--- config.mk ---
export PLATFORM = sky130hd
export DESIGN_NAME = rx_len_classifier
export DESIGN_NICKNAME = d
export VERILOG_FILES = /design/src/rtl/rx_len_classifier.sv
export SDC_FILE = /design/constraint.sdc
export NUM_CORES = 1
export LEC_CHECK = 0
export BUFFER_PORTS_ARGS = -buffer_cell sky130_fd_sc_hd__buf_2
export CAP_MARGIN = 20
export CORE_UTILIZATION = 40
export CTS_CLUSTER_DIAMETER = 50
export DETAILED_ROUTE_END_ITERATION = 6
export SLEW_MARGIN = 25
export SYNTH_ARGS = -nofsm -noshare
export SYNTH_HDL_FRONTEND = slang
export SYNTH_SLANG_ARGS = --single-unit
--- constraint.sdc ---
create_clock -name clk -period 3.2 [get_ports clk]
set_input_delay 0.96 -clock clk [delete_from_list [all_inputs] [get_ports clk]]
set_output_delay 0.96 -clock clk [all_outputs]
set_load 0.02 [all_outputs]
--- src/rtl/rx_len_classifier.sv ---
module rx_len_classifier #(
  parameter int LEN_W = 16,
  parameter int CNT_W = 32,
  parameter int REG_W = 32,
  parameter logic [LEN_W-1:0] MAX_RST = 16'd1518
) (
  input  logic             clk,
  input  logic             rst_n,
  input  logic             rx_valid,
  input  logic             rx_sof,
  input  logic             rx_eof,
  input  logic             err_crc,
  input  logic             err_code,
  input  logic             err_align,
  input  logic             reg_we,
  input  logic [REG_W-1:0] reg_wdata,
  output logic [REG_W-1:0] reg_rdata,
  input  logic             stat_clr,
  output logic             frm_long,
  output logic             frm_oversize,
  output logic             frm_jabber,
  output logic [CNT_W-1:0] cnt_oversize,
  output logic [CNT_W-1:0] cnt_jabber
);
  localparam logic [LEN_W-1:0] ONE = {{(LEN_W-1){1'b0}}, 1'b1};

  logic [LEN_W-1:0] max_q, lim_q, cnt_q;
  logic             in_q;

  wire start = rx_valid & rx_sof;
  wire take  = rx_valid & ~rx_sof & in_q;
  wire done  = rx_valid & rx_eof & (rx_sof | in_q);
  wire bad   = err_crc | err_code | err_align;

  wire [LEN_W-1:0] cnt_nx = start ? ONE : ((&cnt_q) ? cnt_q : cnt_q + ONE);
  wire [LEN_W-1:0] lim_nx = start ? max_q : lim_q;
  wire             is_long = done & (cnt_nx > lim_nx);

  assign reg_rdata = {{(REG_W-LEN_W){1'b0}}, max_q};

  always_ff @(posedge clk or negedge rst_n) begin
    if (!rst_n) begin
      max_q <= MAX_RST;
      lim_q <= MAX_RST;
      cnt_q <= '0;
      in_q  <= 1'b0;
    end else begin
      if (reg_we) max_q <= reg_wdata[LEN_W-1:0];
      if (start) lim_q <= max_q;
      if (start | take) cnt_q <= cnt_nx;
      if (start | done) in_q <= start & ~done;
    end
  end

  always_ff @(posedge clk or negedge rst_n) begin
    if (!rst_n) begin
      frm_long     <= 1'b0;
      frm_oversize <= 1'b0;
      frm_jabber   <= 1'b0;
    end else begin
      frm_long     <= is_long;
      frm_oversize <= is_long & ~bad;
      frm_jabber   <= is_long & bad;
    end
  end

  always_ff @(posedge clk or negedge rst_n) begin
    if (!rst_n) begin
      cnt_oversize <= '0;
      cnt_jabber   <= '0;
    end else if (stat_clr) begin
      cnt_oversize <= '0;
      cnt_jabber   <= '0;
    end else begin
      if (frm_oversize && !(&cnt_oversize)) cnt_oversize <= cnt_oversize + 1'b1;
      if (frm_jabber && !(&cnt_jabber))     cnt_jabber   <= cnt_jabber + 1'b1;
    end
  end

  p_one_class_r4: assert property (@(posedge clk) disable iff (!rst_n)
    !(frm_oversize && frm_jabber));
  p_long_split_r5: assert property (@(posedge clk) disable iff (!rst_n)
    frm_long |-> (frm_oversize || frm_jabber));
  p_class_needs_long_r3: assert property (@(posedge clk) disable iff (!rst_n)
    (frm_oversize || frm_jabber) |-> frm_long);
  p_pulse_after_eof_r6: assert property (@(posedge clk) disable iff (!rst_n)
    frm_long |-> $past(rx_valid && rx_eof));
  p_cnt_hold_r8: assert property (@(posedge clk) disable iff (!rst_n)
    (!stat_clr && !frm_oversize) |=> $stable(cnt_oversize));
  p_limit_hold_r2: assert property (@(posedge clk) disable iff (!rst_n)
    !reg_we |=> $stable(reg_rdata));
endmodule

* After elaboration in Yosys (flattened, before gate mapping)
Index checks and enable logic that the tools add are counted.
** Word-level totals
- Flip-flop bits (word level) :: 116
- Bits of input ports :: 42
- Output and inout port bits :: 99
- Word-level logic and storage cells :: 46
** Operators by class
- $add $sub $neg :: 3
- Magnitude comparators :: 1
- Mux-type cells :: 7
- Bitwise operators :: 17
- Reduce and logical (&&, ||, !) cells :: 9
** Operators with widths (count)
- 2-to-1 mux 32 bit :: 4
- adder 32 x 1 -> 32 bit, second input constant :: 2
- AND reduction 32 bit :: 2
- 2-to-1 mux 16 bit :: 3
- adder 16 x 1 -> 16 bit, second input constant :: 1
- greater-than comparator 16 bit :: 1
- AND reduction 16 bit :: 1
- bitwise AND 1 bit :: 9
- OR 1 bit :: 5
- nonzero test 2 bit :: 2
- NOT 1 bit :: 3
- logical AND 1 bit :: 2
- logical NOT 1 bit :: 2

* Longest topological paths before layout
Gate-level depths: netlist of the first run.
- Word-level depth :: 6
- Gate-level depth with buffers :: 13
- Depth with buffers taken out :: 12

* Worst setup path after synthesis of the first run
Ideal clock, no wire load.
- Kind :: in2reg
- Start point :: in rx_valid
- End point :: reg frm_long
- Library setup time :: 94 ps
- Arrival :: 3350 ps
- Required time :: 3106 ps
- Setup slack :: -244 ps
- Stages on the path :: 10
- Buffers on the path :: 2
- Cells stage by stage :: clkbuf_1 nand2_1 clkbuf_1 mux2i_1 ha_1 nand4_1 or4_1 a21oi_1 a21oi_1 a211oi_1
** Between the ends
- Word-level cells in the longest chain between the ends :: 4
- Elaborated cells on any way between the ends :: 7
- Classes of those cells :: order compare (1); mux (2); bitwise (4)
** RTL lines
- from (decl) :: RTL line 9 : input logic rx_valid,
- bitwise AND 1 bit :: RTL line 30 : wire start = rx_valid & rx_sof;
- 2-to-1 mux 16 bit, on equally long branches
- greater-than comparator 16 bit :: RTL line 37 : wire is_long = done & (cnt_nx > lim_nx);
- bitwise AND 1 bit * :: RTL line 37
- named net is_long :: RTL line 37
- to (signal assigned) :: RTL line 61 : frm_long <= is_long;
- to (decl) :: RTL line 19 : output logic frm_long,
Mark *: on every way through the listed nets, which the timed path passes. The rest lies on a longest branch.
A chain may end at the register's enable or synchronous reset.

* Worst setup path after layout of the first run
- Start point :: reg cnt_q[0]
- End point :: reg frm_long
** Between the ends
- Word-level cells in the longest chain between the ends :: 5
- Elaborated cells on any way between the ends :: 6
- Classes of those cells :: add/sub (1); order compare (1); mux (2); bitwise (1); reduce/logical (1)
** RTL lines
- from (decl) :: RTL line 27 : logic [LEN_W-1:0] max_q, lim_q, cnt_q;
- from (signal assigned) :: RTL line 50 : if (start | take) cnt_q <= cnt_nx;
- adder 16 x 1 -> 16 bit or AND reduction 16 bit (tied branches) :: RTL line 35 : wire [LEN_W-1:0] cnt_nx = start ? ONE : ((&cnt_q) ? cnt_q : cnt_q + ONE);
- 2-to-1 mux 16 bit * (2 in a row) :: RTL line 35
- named net cnt_nx[13] :: RTL line 35
- greater-than comparator 16 bit * :: RTL line 37
- bitwise AND 1 bit * :: RTL line 37
- named net is_long :: RTL line 37
Marks and branches as above.

==> impl_results.md, run 1 <==
* Clock Tree Buf Depth at 2
* Vias at 5,951
* Starting DRT DRC Count at 354
* Worst Setup EP: frm_long
* Cell variety after synth at 59
* Sw frac at 24.0%
* CTS root buf: clkbuf_16
* Routed Wire Length at 16,700 µm
* Reg clk slew, reported paths at 60 ps
* Fmax at 323 MHz
* Max Cap Viol at 0
* #FFs+latches synth at 116
* Worst Tran Pin Value at 1010 ps
* Arr. time, crit path at 3410 ps
* Initial antenna violation count at 0
* Die ar. at 17,300 µm²
* N_diodes at 0
* # rows at 46
* RD Place Congestion at 0.848
* Initial Util at 41.6%
* Total power at 0.00388 W
* VDD IR max at 382 µV
* Hold Vio Cnt, Final at 0
* Syn Inst Count at 700
* DRC at 0
* CTS tree: built
* Vias in the first global route at 5,727
* CP bufs+invs at 1
* Clock skew at 9.75 ps
* Detail Route Antenna Nets at 0
* Synth Area per Inst at 9.57 µm²
* Logic pwr share at 11.1%
* Relative slew slack at 31.6%
* Congestion Overflow GR at 0
* Fin crit share at 96.6%
* Total CTS buffers at 17
* Register area share after synthesis at 43.6%
* Critical path cell sequence: ha_4 > nand4_1 > buf_4 > or4_4 > a21oi_1 > ha_1 > nand4_1 > or4_4 > a21oi_2 > a21oi_2 > a211oi_2
* Tmin final at 3090 ps
* Sinks on Clock Net at 116
* First-pass GRT wire length at 28,200 µm
* Share of layout cells above drive strength 1 at 28.7%
* Slew Limit Fails at 0
* Post-Syn Area at 6700 µm²
* Die width at 131 µm
* R2r endpoint: frm_long
* Worst Hold Class: register to register
* Worst-path maximum fanout at 5
* Die span in y at 131 µm
* Finished Layout Cells at 1,069
* CP Data Required Time at 3520 ps
* Area growth syn-to-layout at 23.8%
* Worst setup startpoint: cnt_q[0]
* WL per Instance at 15.6 µm
* Crit Path Class: register to register
* Outcome: complete, no violations
* Slowest-stage cell, CP: or4_4
* Crit path depth at 11
* CP endpoint kind: register
* Post-Route Utilization at 51.5%
* Buffers on Ports at 108
* Clock power frac at 47.6%
* Pre-antenna DRT Iters at 4
* Sw Pwr at 0.000932 W
* Pin count of the biggest net entering global routing at 53
* Final HPWL DP at 11,900 µm
* Via/cell ratio at 5.57
* Area of the multi-input gates at 3500 µm²
* # setup viols final at 0
* Post-synth EDFFs at 0
* YS warnings at 0
* Cell area power density at 468 nW/µm²
* Reg-to-Reg Start: cnt_q[0]
* Ys flop type: dfrtp_1
* R2R depth at 11
* Startpoint types: register
* Cell family with most CP delay: simple AND/OR/NAND/NOR gates
* I/O pins at 141
* Leak at 3.71 nW
* FF/Latch Area at 2920 µm²
* Worst R2R Setup Slack at 110 ps
* # fillers at 1,518
* Core Area at 16,100 µm²
* Async S/R FF share, synth at 100%
* Pint at 0.00294 W
* GRT Total Usage at 20.1%
* Net count, final at 901
* Inst Count DP at 1,029
* Slowest stage delay, CP at 600 ps
* Flop pwr share at 41.3%
* H-tree depth at 4
* Clk_lat worst skew at 420 ps
stage by stage:
step           setup TNS [ps]  worst slack [ps]  cell area, µm²  hold slack [ps]
6_report                    0               109            8290              477
5_1_grt                 -16.4             -14.5            8290              515
4_1_cts                     0              4.84            8220              482
3_5_place_dp             -104             -71.8            7610              473
3_3_place_gp            -5.54             -5.54            7610              463
2_1_floorplan               0              12.9            6770              444
state kept, by name, indices dropped and copies added, names as in the netlist:
name          count
cnt_jabber       32
frm_oversize      1
frm_long          1
cnt_oversize     32
in_q              1
cnt_q            16
lim_q            16
frm_jabber        1
max_q            16
worst register-to-register path, delay by kind of cell (launching register included):
kind | cells | cell delay, ps
and+or+nand+nor | 4 | 1460
adders and majority gates | 2 | 330
buffers and inverters | 1 | 190
AOI/OAI and AO/OA | 4 | 610
DFF | 1 | 420
what timing repair did:
| action | in CTS | in global routing |
|---|---|---|
| hold buffers | 0 | 0 |
| pin swaps | 1 | 4 |
| buffers inserted | 3 | 5 |
| setup endpoints to repair | 2 | 3 |
| gates resized for setup | 2 | 8 |
| hold endpoints to repair | 0 | 0 |
area by class of cell:
cell class                 count  area share, %
multi-input combinational    523           42.3
clock inverter                 3          0.483
sequential                   116           35.3
clock buffer                  29           6.52
inverter                      26           1.18
timing repair buffer         156           11.0
tap                          216           3.26
worst min path at each step:
stage,from,to,slack [ps],depth (start not counted)
after floorplan,lim_q[0],lim_q[0],440,2
after global placement,lim_q[1],lim_q[1],460,2
after detailed placement,lim_q[1],lim_q[1],470,2
after CTS,lim_q[1],lim_q[1],480,2
after global routing,lim_q[11],lim_q[11],520,2
final,lim_q[1],lim_q[1],480,2
layout by cell type (no fill, tap or decap), types with 25 or more instances in the layout:
| master | instances |
|---|---|
| inv_1 | 25 |
| nand2_1 | 43 |
| nor2_1 | 45 |
| nand3_1 | 32 |
| o31ai_1 | 29 |
| or4_1 | 27 |
| dfrtp_1 | 99 |
| a21oi_1 | 66 |
| buf_4 | 48 |
| o21ai_0 | 25 |
| buf_2 | 107 |
power groups by stage:
stage | Sequential (W) | Combinational, W | Clock [W]
floorplan | 0.00164 | 0.000241 | 0
global placement | 0.00162 | 0.000408 | 0
detailed placement | 0.00162 | 0.000421 | 0
CTS | 0.00160 | 0.000425 | 0.00189
global route | 0.00161 | 0.000480 | 0.00195
finish | 0.00160 | 0.000430 | 0.00185
Yosys cell counts, types with 2 or more instances:
master	n	share of area [%]
mux2_2	18	3.0
nand4_2	5	0.93
xor2_1	6	0.78
o31ai_1	29	3.3
buf_4	18	2.0
a31oi_1	3	0.28
nor2_1	46	2.6
clkbuf_1	17	0.95
nor3_1	13	0.97
buf_2	9	0.67
and4_1	14	1.8
nand4_1	23	2.1
o41ai_1	3	0.39
clkbuf_2	2	0.15
nor3b_1	2	0.22
dfstp_2	16	6.3
buf_6	2	0.34
inv_1	25	1.4
o211ai_1	5	0.56
ha_1	19	3.5
nor2b_1	7	0.65
nand2_1	44	2.5
and3_1	4	0.37
mux2i_1	17	2.5
nor4bb_1	2	0.30
or4_1	29	3.3
a21oi_1	68	5.1
dfrtp_1	100	37
xnor2_1	18	2.4
nor4_1	9	0.84
o2111ai_1	3	0.39
o21ai_0	25	1.9
buf_1	2	0.11
mux2_4	4	0.90
a211oi_1	7	0.78
or3_1	23	2.1
nand2b_1	4	0.37
and2_1	4	0.37
a21o_1	3	0.34
nand3_1	32	2.4
nor4_4	2	0.64
layer usage:
metal	wire length (µm)	up-vias	global-route usage, %
li1	-	2888	-
met1	7380	2905	25.2
met2	8450	132	34.0
met3	535	26	3.86
met4	303	0	7.95
met5	0	-	0
cells by family after synthesis:
logic type,count (synthesis),share of synthesized area [%]
AO/OA/AOI/OAI,154,14.0
flip-flops,116,43.6
XOR/XNOR,24,3.14
adder cells (fa/ha/maj),19,3.55
AND/OR/NAND/NOR,271,23.5
buffers and inverters,76,5.70
other,1,0.0560
multiplexers,39,6.46
Power figures use the tool's default switching activity.
==> run 2, diff against run 1 <==
==> constraint.sdc (replaced) <==
create_clock -name clk -period 2.5 [get_ports clk]
set_input_delay 0.75 -clock clk [delete_from_list [all_inputs] [get_ports clk]]
set_output_delay 0.75 -clock clk [all_outputs]
set_load 0.02 [all_outputs]
==> run 2 against run 1 <==
Against the previous run:
- the flow now finishes with violations (negative setup slack)
- via count increased by 0.91%
- die area unchanged
- first-iteration DRC count increased by 6.2%
- core utilization increased by 2.5 points
- combinational power increased by 39%
- non-clock buffer count increased by 31
- power increased by 38%
- sequential cell count unchanged
- setup slack got worse by 580 ps
==> impl_results.md, run 2 (synthesized netlist as in run 1, its figures left out) <==
* Outcome: complete, but fails checks
* Failing checks: negative setup slack
* R2r endpoint: frm_long
* Reg-to-Reg Start: cnt_q[0]
* Die ar. at 17,300 µm² (unchanged)
* Via/cell ratio at 5.46 (-1.9%)
* Leak at 3.94 nW (+6.1%)
* CP bufs+invs at 1 (unchanged)
* DRC at 0 (unchanged)
* Slowest-stage cell, CP: or4_4
* Worst Tran Pin Value at 603 ps (-410 ps)
* Critical path cell sequence: ha_4 > nand4_1 > buf_4 > or4_4 > a211oi_2 > ha_1 > nand2_2 > or4_4 > a21oi_4 > a21oi_2 > a211oi_2
* Relative slew slack at 59.8% (+28 points)
* Post-Route Utilization at 53.9% (+2.5 points)
* Total CTS buffers at 17 (unchanged)
* GRT Total Usage at 20.0% (-0.13 points)
* Pin count of the biggest net entering global routing at 48 (-9.4%)
* R2R depth at 11 (unchanged)
* Worst R2R Setup Slack at -470 ps (-580 ps)
* FF/Latch Area at 2920 µm² (about the same)
* Core Area at 16,100 µm² (unchanged)
* Reg clk slew, reported paths at 60 ps (about the same)
* Sinks on Clock Net at 116 (unchanged)
* VDD IR max at 481 µV (+26%)
* First-pass GRT wire length at 28,100 µm (-0.17%)
* # setup viols final at 3 (+3)
* Net count, final at 932 (+3.4%)
* Share of layout cells above drive strength 1 at 32.2% (+3.5 points)
* TNS Setup at -1360 ps (-1360 ps)
* Cell area power density at 615 nW/µm² (+32%)
* Tmin final at 2970 ps (-124 ps)
* H-tree depth at 4 (unchanged)
* CP endpoint kind: register
* Slew Limit Fails at 0 (unchanged)
* Area growth syn-to-layout at 29.7%
* Final HPWL DP at 12,300 µm (+3.2%)
* Crit Path Class: register to register
* Inst Count DP at 1,063 (+3.3%)
* Clock Tree Buf Depth at 2 (unchanged)
* Initial antenna violation count at 0 (unchanged)
* Buffers on Ports at 108 (unchanged)
* Vias at 6,005 (+0.91%)
* WL per Instance at 15.1 µm (-3.3%)
* Hold Vio Cnt, Final at 0 (unchanged)
* Starting DRT DRC Count at 376 (+6.2%)
* # rows at 46 (unchanged)
* Startpoint types: register
* I/O pins at 141 (unchanged)
* Slowest stage delay, CP at 560 ps (-40 ps)
* Max Cap Viol at 0 (unchanged)
* Final setup margin at -467 ps (-576 ps)
* Commonest non-fill, non-tap cell in the layout: buf_2
* Clk_lat worst skew at 410 ps (about the same)
* Detail Route Antenna Nets at 0 (unchanged)
* Final instance area at 8690 µm² (+4.8%)
* Pre-antenna DRT Iters at 5 (+1)
* Placed inst area at 7920 µm² (+4.0%)
* Fin crit share at 119% (+22 points)
* CP Data Required Time at 2820 ps (-700 ps)
* Worst-path maximum fanout at 6 (+1)
* Top Registers: cnt_jabber x32, cnt_oversize x32
* Total power at 0.00535 W (+38%)
* N_diodes at 0 (unchanged)
* Congestion Overflow GR at 0 (unchanged)
* Die span in y at 131 µm (unchanged)
* Clock skew at 6.66 ps (-3.09 ps)
* CTS tree: built
* Arr. time, crit path at 3280 ps (-130 ps)
* Most frequent cells in the layout: buf_2, dfrtp_1, buf_4
* Finished Layout Cells at 1,100 (+2.9%)
* CTS root buf: clkbuf_16
* # fillers at 1,463 (-3.6%)
* Fmax at 337 MHz (+4.2%)
* Routed Wire Length at 16,600 µm (-0.46%)
* RD Place Congestion at 0.869 (+2.6%)
* Initial Util at 41.6% (unchanged)
* Vias in the first global route at 5,704 (-0.40%)
* Die width at 131 µm (unchanged)
* Cell family with most CP delay: simple AND/OR/NAND/NOR gates
* Unrepaired setup endpoints after global routing: true
* Area of the multi-input gates at 3560 µm² (+1.6%)
* Worst Hold Class: input pin to asynchronous set/reset pin
## run 2: cell count changes in the layout (fill, tap and decap cells not counted), moves of 2 or more
cell	delta
buf_4	+28
bufinv_16	+4
clkbuf_1	-3
clkbuf_8	-3
a211oi_1	-2
a211oi_2	+2
buf_12	+2
nand2_1	-2
nand2_2	+2
## run 2: area by class of cell
cell class              count  share of cell area (%)
clock inverters             9                    1.99
well taps                 216                    3.11
multi-input cells         523                    41.0
repair buffers            187                    13.5
inverters                  26                    1.12
flip-flops and latches    116                    33.6
clock buffers              23                    5.62
## run 2: worst max path at each step
stage                   from       end  cells past startpoint
floorplan           cnt_q[0]  frm_long                     12
detailed placement  cnt_q[1]  frm_long                     10
global placement    cnt_q[1]  frm_long                     10
CTS                 cnt_q[0]  frm_long                     14
global route        cnt_q[0]  frm_long                     14
finish              cnt_q[0]  frm_long                     11
## run 2: what timing repair did
item,in CTS,in global routing
pin swaps,6,4
endpoints found under the setup margin,3,4
setup buffers,5,0
hold buffers,0,0
gates resized for setup,11,5
## run 2: where the power goes
group | total, W | internal [W] | switching (W)
Clock | 0.00271 | 0.00187 | 0.000837
Combinational | 0.000597 | 0.000258 | 0.000339
Sequential | 0.00204 | 0.00200 | 0.0000494
## run 2: through the flow
step / setup WS [ps] / hold slack, ps
4_1_cts: -510 / 266
2_1_floorplan: -324 / 444
3_3_place_gp: -456 / 466
6_report: -467 / 263
5_1_grt: -660 / 275
3_5_place_dp: -546 / 495
## run 2: routing by layer
metal | routed length, µm | global-route usage (%)
met2 | 8360 | 33.3
met4 | 249 | 6.98
met1 | 7440 | 25.9
met3 | 543 | 3.55
met5 | 0 | 0
==> run 3, diff against run 2 <==
--- a/config.mk
+++ b/config.mk
@@ -10,7 +10,9 @@
 export CORE_UTILIZATION = 40
 export CTS_CLUSTER_DIAMETER = 50
 export DETAILED_ROUTE_END_ITERATION = 6
+export REMOVE_ABC_BUFFERS = 1
 export SLEW_MARGIN = 25
 export SYNTH_ARGS = -nofsm -noshare
 export SYNTH_HDL_FRONTEND = slang
 export SYNTH_SLANG_ARGS = --single-unit
+export TNS_END_PERCENT = 30
==> constraint.sdc (replaced) <==
create_clock -name clk -period 2.5 [get_ports clk]
set_input_delay 0.5 -clock clk [delete_from_list [all_inputs] [get_ports clk]]
set_output_delay 0.5 -clock clk [all_outputs]
set_load 0.02 [all_outputs]
==> run 3 against run 2 <==
Against the previous run:
- the flow still finishes with violations (negative setup slack)
- non-clock buffer count increased by 11
- power increased by 1.6%
- combinational power decreased by 2%
- critical path type unchanged
- critical endpoint is now frm_jabber
==> impl_results.md, run 3 (synthesized netlist as in run 1, its figures left out) <==
* Congestion Overflow GR at 0 (unchanged)
* Buffers on Ports at 108 (unchanged)
* Leak at 3.96 nW (+0.41%)
* Outcome: complete, but fails checks
* Startpoint types: register
* Hold Vio Cnt, Final at 0 (unchanged)
* Core Area at 16,100 µm² (unchanged)
* Worst Hold Class: input pin to register
* Unrepaired setup endpoints after global routing: true
* Clock Tree Buf Depth at 2 (unchanged)
* Slowest stage delay, CP at 440 ps (-120 ps)
* Worst Tran Pin Value at 634 ps (+30.9 ps)
* Initial antenna violation count at 0 (unchanged)
* CTS tree: built
* Pre-CTS WS at -656 ps (-110 ps)
* Fin crit share at 116% (-2.3 points)
* Final setup margin at -409 ps (+57.5 ps)
* R2R depth at 12 (+1)
* Die width at 131 µm (unchanged)
* N_diodes at 0 (unchanged)
* VDD IR max at 524 µV (+9.0%)
* Pre-antenna DRT Iters at 5 (unchanged)
* Most frequent cells in the layout: buf_2, dfrtp_1, buf_4
* Routed Wire Length at 17,100 µm (+3.2%)
* Placed inst area at 7970 µm² (+0.73%)
* CP endpoint kind: register
* # setup viols final at 3 (unchanged)
* Worst Hold Depth at 2
* R2r endpoint: frm_jabber
* # rows at 46 (unchanged)
* Failing checks: negative setup slack
* Hold Startpoint: reg_wdata[2]
* Total CTS buffers at 17 (unchanged)
* Detail Route Antenna Nets at 0 (unchanged)
* Cell area power density at 621 nW/µm² (+0.95%)
* Final instance area at 8750 µm² (+0.65%)
* Sinks on Clock Net at 116 (unchanged)
* Max Cap Viol at 0 (unchanged)
* DRC at 0 (unchanged)
* Arr. time, crit path at 3250 ps (-30 ps)
* # fillers at 1,462 (-0.068%)
* Share of layout cells above drive strength 1 at 32.8% (+0.61 points)
* CTS root buf: clkbuf_16
* Crit Path Class: register to register
* Slowest-stage cell, CP: or4_4
* Worst-path maximum fanout at 4 (-2)
* Vias at 6,069 (+1.1%)
* Critical path cell sequence: ha_2 > nand4_1 > buf_4 > or4_4 > buf_4 > a211oi_4 > ha_1 > nand2_2 > or4_4 > nor2_2 > or3b_2 > a21oi_1
* Slew Limit Fails at 0 (unchanged)
* Pin count of the biggest net entering global routing at 75 (+56%)
* Relative slew slack at 57.7% (-2.0 points)
* Hold Path Sink: max_q[2]
* Clk_lat worst skew at 420 ps (about the same)
* I/O pins at 141 (unchanged)
* H-tree depth at 4 (unchanged)
* Hold slack at 311 ps (+48.4 ps)
* GRT Total Usage at 20.9% (+0.97 points)
* Reg-to-Reg Start: cnt_q[1]
* Via/cell ratio at 5.46 (about the same)
* CP Data Required Time at 2840 ps (+20 ps)
* Commonest non-fill, non-tap cell in the layout: buf_2
* Die span in y at 131 µm (unchanged)
* Initial Util at 41.6% (unchanged)
* Net count, final at 943 (+1.2%)
* Vias in the first global route at 6,090 (+6.8%)
* Fmax at 344 MHz (+2.0%)
* Worst R2R Setup Slack at -410 ps (+60 ps)
* Tmin final at 2910 ps (-57.5 ps)
* Reg clk slew, reported paths at 60 ps (about the same)
* Final HPWL DP at 12,400 µm (+1.5%)
* Die ar. at 17,300 µm² (unchanged)
* RD Place Congestion at 0.860 (-1.0%)
* WL per Instance at 15.4 µm (+2.2%)
* Clock skew at 8.19 ps (+1.53 ps)
* Top Registers: cnt_jabber x32, cnt_oversize x32
* Area growth syn-to-layout at 30.6%
* Starting DRT DRC Count at 300 (-20%)
* First-pass GRT wire length at 29,600 µm (+5.2%)
* Total power at 0.00543 W (+1.6%)
[run 3: cell type report]
cell class,count,area (µm²),area share (%)
Clock buffer,20,457,5.22
Clock inverter,12,225,2.58
Tap cell,216,270,3.09
Timing Repair Buffer,198,1260,14.4
Multi-Input combinational cell,523,3510,40.2
Inverter,26,97.6,1.12
Sequential cell,116,2920,33.4
[run 3: worst max-delay path by stage]
stage              from          to  slack (ps)  cells after the start
4_1_cts        cnt_q[0]    frm_long        -420                     13
6_report       cnt_q[1]  frm_jabber        -410                     12
5_1_grt        cnt_q[0]  frm_jabber        -600                     14
3_5_place_dp   cnt_q[0]  frm_jabber        -660                     11
2_1_floorplan  cnt_q[0]    frm_long       -1240                     12
3_3_place_gp   cnt_q[0]    frm_long        -620                     11
[run 3: timing repair]
item | CTS | global route
setup endpoints to repair | 3 | 3
gates resized for setup | 17 | 0
pin swaps | 12 | 1
hold endpoints to repair | 10 | 0
buffers inserted | 2 | 0
hold buffers | 1 | 0
[run 3: power by group]
part | internal, W | leakage (nW) | total (W) | switching (W)
clock network | 0.00192 | 0.323 | 0.00281 | 0.000883
logic | 0.000248 | 2.11 | 0.000587 | 0.000339
registers | 0.00199 | 1.52 | 0.00204 | 0.0000451
[run 3: critical path, delay by kind of cell (launching register included)]
family	cells	cell delay [ps]
AO/OA/AOI/OAI	2	380
adder cells (fa/ha/maj)	2	470
buffers and inverters	2	360
AND/OR/NAND/NOR	6	1290
flip-flops	1	350
[run 3: routing by layer]
| metal | up-vias | part of all wire, % | track usage (%) |
|---|---|---|---|
| met5 | - | 0 | 0 |
| met4 | 0 | 1.5 | 7.11 |
| met3 | 20 | 3.8 | 4.86 |
| met2 | 125 | 50 | 35.3 |
| met1 | 2971 | 45 | 26.1 |
| li1 | 2953 | - | - |
[run 3: metrics by stage]
step,setup TNS [ps],util [%],cells
6_report,-1170,54.3,1111
5_1_grt,-1780,54.3,1111
4_1_cts,-1220,54.3,1111
3_5_place_dp,-1870,49.5,1076
3_3_place_gp,-1750,49.5,1076
2_1_floorplan,-3620,-,665
